<file path="src/rtl/wdg_pkg.sv">
package wdg_pkg;
  localparam int RES_W     = 2;
  localparam int MUL_W     = 5;
  localparam int CTRL_W    = 8;
  localparam int STEER_BIT = CTRL_W - 1;
  localparam int MAX_SHIFT = 2 * ((1 << RES_W) - 1);
  localparam int CNT_W     = MUL_W + MAX_SHIFT;

  typedef struct packed {
    logic rst;
    logic irq;
    logic aux;
  } wdg_evt_t;

  // timeout in ticks = multiplier scaled by 4^resolution
  function automatic logic [CNT_W-1:0] wdg_timeout(input logic [CTRL_W-1:0] v);
    logic [CNT_W-1:0] m;
    m = CNT_W'(v[RES_W+MUL_W-1:RES_W]);
    return m << {v[RES_W-1:0], 1'b0};
  endfunction
endpackage

</file>
<file path="src/rtl/wdg_ctrl_reg.sv">
module wdg_ctrl_reg
  import wdg_pkg::*;
(
  input  logic              clk,
  input  logic              rst_n,
  input  logic              wr_en_i,
  input  logic [CTRL_W-1:0] wr_data_i,
  input  logic              rd_en_i,
  input  logic              clr_i,
  output logic [CTRL_W-1:0] ctrl_q_o,
  output logic              restart_o,
  output logic [CNT_W-1:0]  load_o
);
  logic [CTRL_W-1:0] ctrl_q;

  always_ff @(posedge clk) begin
    if (!rst_n) begin
      ctrl_q <= '0;
    end else if (wr_en_i) begin
      ctrl_q <= wr_data_i;
    end else if (clr_i) begin
      ctrl_q <= '0;
    end
  end

  assign restart_o = wr_en_i | rd_en_i;
  assign load_o    = wdg_timeout(wr_en_i ? wr_data_i : ctrl_q);
  assign ctrl_q_o  = ctrl_q;

  assert_write_stores_R2: assert property (@(posedge clk) disable iff (!rst_n)
    wr_en_i |=> ctrl_q == $past(wr_data_i));
  assert_read_keeps_R3: assert property (@(posedge clk) disable iff (!rst_n)
    (rd_en_i && !wr_en_i) |=> $stable(ctrl_q));
  assert_steer_clears_R6: assert property (@(posedge clk) disable iff (!rst_n)
    clr_i |=> ctrl_q == '0);
endmodule

</file>
<file path="src/rtl/wdg_countdown.sv">
module wdg_countdown
  import wdg_pkg::*;
(
  input  logic             clk,
  input  logic             rst_n,
  input  logic             tick_i,
  input  logic             restart_i,
  input  logic [CNT_W-1:0] load_i,
  output logic             expire_o
);
  logic [CNT_W-1:0] cnt_q;
  logic             armed_q;
  logic             last_tick;

  assign last_tick = tick_i && armed_q && (cnt_q == CNT_W'(1));
  assign expire_o  = last_tick && !restart_i;

  always_ff @(posedge clk) begin
    if (!rst_n) begin
      cnt_q   <= '0;
      armed_q <= 1'b0;
    end else if (restart_i) begin
      cnt_q   <= load_i;
      armed_q <= (load_i != '0);
    end else if (tick_i && armed_q) begin
      cnt_q <= cnt_q - CNT_W'(1);
      if (cnt_q == CNT_W'(1)) armed_q <= 1'b0;
    end
  end

  assert_zero_disables_R4: assert property (@(posedge clk) disable iff (!rst_n)
    (restart_i && load_i == '0) |=> !armed_q);
  assert_restart_wins_R8: assert property (@(posedge clk) disable iff (!rst_n)
    (restart_i && tick_i) |-> !expire_o);
  assert_idle_hold_R1: assert property (@(posedge clk) disable iff (!rst_n)
    (!tick_i && !restart_i) |=> $stable(cnt_q) && $stable(armed_q));
  assert_one_shot_R7: assert property (@(posedge clk) disable iff (!rst_n)
    expire_o |=> !armed_q);
endmodule

</file>
<file path="src/rtl/wdg_action.sv">
module wdg_action
  import wdg_pkg::*;
(
  input  logic     clk,
  input  logic     rst_n,
  input  logic     expire_i,
  input  logic     steer_i,
  input  logic     restart_i,
  output logic     flag_o,
  output wdg_evt_t evt_o
);
  logic     flag_q;
  wdg_evt_t evt_q;

  always_ff @(posedge clk) begin
    if (!rst_n) begin
      flag_q <= 1'b0;
      evt_q  <= '0;
    end else begin
      if (restart_i)     flag_q <= 1'b0;
      else if (expire_i) flag_q <= 1'b1;
      evt_q.rst <= expire_i && steer_i;
      evt_q.aux <= expire_i && steer_i;
      evt_q.irq <= expire_i && !steer_i;
    end
  end

  assign flag_o = flag_q;
  assign evt_o  = evt_q;

  assert_flag_set_R5: assert property (@(posedge clk) disable iff (!rst_n)
    expire_i |=> flag_q);
  assert_flag_sticky_R5: assert property (@(posedge clk) disable iff (!rst_n)
    (flag_q && !restart_i) |=> flag_q);
  assert_flag_clear_R2: assert property (@(posedge clk) disable iff (!rst_n)
    restart_i |=> !flag_q);
  assert_rst_single_R6: assert property (@(posedge clk) disable iff (!rst_n)
    evt_q.rst |=> !evt_q.rst);
  assert_irq_single_R7: assert property (@(posedge clk) disable iff (!rst_n)
    evt_q.irq |=> !evt_q.irq);
  assert_exclusive_R7: assert property (@(posedge clk) disable iff (!rst_n)
    $countones({evt_q.rst, evt_q.irq}) <= 1);
endmodule

</file>
<file path="src/rtl/wdg_encoded_timer.sv">
module wdg_encoded_timer
  import wdg_pkg::*;
(
  input  logic              clk,
  input  logic              rst_n,
  input  logic              tick_i,
  input  logic              wr_en_i,
  input  logic [CTRL_W-1:0] wr_data_i,
  input  logic              rd_en_i,
  output logic [CTRL_W-1:0] ctrl_o,
  output logic              wd_flag_o,
  output logic              rst_req_o,
  output logic              irq_o,
  output logic              aux_clr_o
);
  logic              restart;
  logic [CNT_W-1:0]  load_val;
  logic              expire;
  logic              steer;
  logic              steer_clr;
  logic [CTRL_W-1:0] ctrl_q;
  wdg_evt_t          evt;

  assign steer     = ctrl_q[STEER_BIT];
  assign steer_clr = expire && steer;

  wdg_ctrl_reg u_ctrl (
    .clk       (clk),
    .rst_n     (rst_n),
    .wr_en_i   (wr_en_i),
    .wr_data_i (wr_data_i),
    .rd_en_i   (rd_en_i),
    .clr_i     (steer_clr),
    .ctrl_q_o  (ctrl_q),
    .restart_o (restart),
    .load_o    (load_val)
  );

  wdg_countdown u_count (
    .clk       (clk),
    .rst_n     (rst_n),
    .tick_i    (tick_i),
    .restart_i (restart),
    .load_i    (load_val),
    .expire_o  (expire)
  );

  wdg_action u_act (
    .clk       (clk),
    .rst_n     (rst_n),
    .expire_i  (expire),
    .steer_i   (steer),
    .restart_i (restart),
    .flag_o    (wd_flag_o),
    .evt_o     (evt)
  );

  assign ctrl_o    = ctrl_q;
  assign rst_req_o = evt.rst;
  assign irq_o     = evt.irq;
  assign aux_clr_o = evt.aux;

  assert_reset_path_R6: assert property (@(posedge clk) disable iff (!rst_n)
    rst_req_o |-> aux_clr_o && ctrl_o == '0);
  assert_collision_R8: assert property (@(posedge clk) disable iff (!rst_n)
    (restart && tick_i) |=> !irq_o && !rst_req_o);
  assert_write_priority_R9: assert property (@(posedge clk) disable iff (!rst_n)
    (wr_en_i && rd_en_i) |=> ctrl_o == $past(wr_data_i));
endmodule

</file>
<file path="config.mk">
export PLATFORM = sky130hd
export DESIGN_NAME = wdg_encoded_timer
export DESIGN_NICKNAME = d
export VERILOG_FILES = /design/src/rtl/wdg_pkg.sv /design/src/rtl/wdg_ctrl_reg.sv /design/src/rtl/wdg_countdown.sv /design/src/rtl/wdg_action.sv /design/src/rtl/wdg_encoded_timer.sv
export SDC_FILE = /design/constraint.sdc
export NUM_CORES = 1
export LEC_CHECK = 0
export CAP_MARGIN = 15
export CELL_PAD_IN_SITES_DETAIL_PLACEMENT = 0
export CELL_PAD_IN_SITES_GLOBAL_PLACEMENT = 1
export CORE_MARGIN = 2
export CORE_UTILIZATION = 38
export DETAILED_ROUTE_END_ITERATION = 10
export GPL_ROUTABILITY_DRIVEN = 0
export PLACE_DENSITY = 0.77
export SYNTH_ARGS = -nofsm -noshare
export SYNTH_HDL_FRONTEND = slang
export SYNTH_SLANG_ARGS = --single-unit
export TNS_END_PERCENT = 5
</file>
<file path="constraint.sdc">
create_clock -name clk -period 3.2 [get_ports clk]
set_clock_uncertainty 0.15 [all_clocks]
set_input_delay 0.32 -clock clk [delete_from_list [all_inputs] [get_ports clk]]
set_output_delay 0.32 -clock clk [all_outputs]
set_load 0.005 [all_outputs]
</file>
==> results.json <==
{
  "total_power_mw": 0.625,
  "powerDensity_nw_per_um2": 379,
  "period_share": 0.754,
  "multi_input_area_sq_um": 811,
  "relSlewSlack": 0.633,
  "cts-hold-fix-buffers": 0,
  "detail_route.first_pass.iterations": 4,
  "syn_inst": 159,
  "dieHeight_um": 63.0,
  "final-hold-violation-count": 0,
  "cts_root_buf": "clkbuf_4",
  "fin_util": 0.494,
  "ys_seq_area_frac": 0.348,
  "path_clk_slew_ns": 0.13,
  "yosys_most_used_dff": "dfxtp_1",
  "io_buffers": 24,
  "fill_cells": 326,
  "vias": 1271,
  "pwr-share-seq": 0.511,
  "async_reset_ff_frac": 0,
  "setup_violations": 0,
  "post_dp_cell_area_sq_um": 1620,
  "antenna_found_initial": 0,
  "die_w_um": 63.0,
  "p_sw_frac": 0.307,
  "synth.distinct_cells": 47,
  "wl_per_cell_um": 14.1,
  "antenna_cells": 0,
  "dp_hpwl_um": 2510,
  "synth_top_area_share": 0.348,
  "grt_pass1_wl_um": 5350,
  "combPwrFrac": 0.270,
  "io_pins": 25,
  "synth_area_sq_um": 1320,
  "ff2ff_setup_slack_ns": 0.79,
  "drc_errors": 0,
  "outcome": "complete, no violations",
  "critPathMaxFanout": 7,
  "yosys_register_bits": 23,
  "finalInstanceArea_sq_um": 1650,
  "start_kind": "register",
  "syn-mean-instance-area_sq_um": 8.33,
  "regArea_sq_um": 460,
  "worstPathArrival_ns": 2.46,
  "cap_violations": 0,
  "fmax_ghz": 0.414,
  "leakage_nw": 0.642,
  "initial_core_util": 0.397,
  "post-cts-setup-buffers": 0,
  "yosys.area.top_type": "dfxtp_1",
  "via_per_inst": 5.53,
  "core_area_sq_um": 3340,
  "cts_buffer_depth": 2,
  "die-area_sq_um": 3970,
  "cts_buffers": 3,
  "p_sw_mw": 0.192,
  "htreeDepth": 1,
  "rsz0062_at_grt": "no",
  "cts_sinks": 23,
  "crit_path_end_kind": "register",
  "clockPowerShare": 0.218,
  "synth-edff-count": 0,
  "period_needed_ns": 2.41,
  "cts_tree": "built",
  "worst_slew_pin_slew_ns": 0.536,
  "wirelength_um": 3250,
  "worst-endpoint-required_ns": 3.25,
  "synthTopCellsByCount": "dfxtp_1 (23), nor2_1 (23), nor3_1 (13)",
  "drtIter0Drc": 92,
  "insertion_delay_ns": 0.32,
  "setup.worst_path.class": "reg -> reg",
  "drtAntennaViolNets": 0,
  "grt-ovfl-total": 0,
  "nets": 200,
  "dp_slack_ns": 0.573,
  "synth_area_leaders": "dfxtp_1 (35%), mux2i_1 (8.3%), nor2_1 (6.5%)",
  "fin_ws_ns": 0.786,
  "cts_resized": 0,
  "grt_max_degree": 18,
  "grt_usage": 0.170,
  "p_int_mw": 0.433,
  "tns_ns": 0,
  "grt_pass1_vias": 1155,
  "num_rows": 21,
  "yosys_warnings": 0,
  "area_growth_pct": 24.6,
  "drv_slew": 0,
  "hold_path_class": "reg -> reg",
  "vdd_drop_max_mv": 0.287,
  "syn-num-nets": 174,
  "drive_gt1_frac": 0.103
}
metrics by stage:
stage / hold WS, ns / instances
after global placement: 0.289 / 226
after global routing: 0.327 / 230
after CTS: 0.312 / 230
after floorplan: 0.273 / 159
final: 0.306 / 230
after detailed placement: 0.293 / 226
flip-flops by register name, summed over array words and instances, names as in the netlist:
signal,cells
u_act.flag_o,1
u_act.evt_o,2
u_count.armed_q,1
u_ctrl.ctrl_q_o,8
u_count.cnt_q,11
power groups by stage:
stage | clock, mW | combinational, mW | sequential [mW]
2_1_floorplan | 0 | 0.110 | 0.322
3_3_place_gp | 0 | 0.168 | 0.325
3_5_place_dp | 0 | 0.167 | 0.326
4_1_cts | 0.137 | 0.168 | 0.319
5_1_grt | 0.149 | 0.186 | 0.322
6_report | 0.136 | 0.169 | 0.320
metal layers:
metal  global-route usage  share of wire  vias up
met2                0.278           0.46       31
met5                    0              0        -
li1                     -              -      634
met3               0.0432          0.047        2
met1                0.226           0.49      604
met4               0.0361         0.0071        0
placed cells by master, fill, tap and decap left out, types with 3 or more instances in the layout:
cell,instances
xnor2_1,4
a211oi_1,5
buf_4,5
mux2i_1,11
inv_1,3
a21oi_1,10
clkbuf_4,3
dfxtp_1,23
o21ai_0,7
clkdlybuf4s50_1,24
nor2_1,23
nand2_1,9
nor3_1,13
xor2_1,4
worst paths after layout:
check | startpoint | depth (start not counted) | endpoint
max | u_count.cnt_q[4] | 5 | u_ctrl.ctrl_q_o[3]
min | u_ctrl.ctrl_q_o[7] | 1 | u_act.evt_o[1]
max reg2reg | u_count.cnt_q[4] | 5 | u_ctrl.ctrl_q_o[3]
min reg2reg | u_ctrl.ctrl_q_o[7] | 1 | u_act.evt_o[1]
kinds of logic after synthesis:
group           Yosys count  share of synthesized area
simple gates             65                      0.256
buf+inv                  12                     0.0397
fa+ha+maj                 2                     0.0189
xor+xnor                  8                     0.0529
flops                    23                      0.348
mux                      12                     0.0917
compound gates           37                      0.193
final cells by class:
| class | instances | area share |
|---|---|---|
| clock buffers | 3 | 0.0137 |
| well taps | 46 | 0.0349 |
| multi-input cells | 124 | 0.492 |
| flip-flops and latches | 23 | 0.279 |
| inverters | 4 | 0.00910 |
| repair buffers | 29 | 0.168 |
| clock inverters | 1 | 0.00303 |
critical path, stage by stage, from the launching register on:
cell and delay [ns]:
dfxtp_1 0.37, or3_4 0.43, or4_4 0.51, or4_4 0.54
o21ai_4 0.23, nor2_1 0.07
Power figures use the tool's default switching activity.
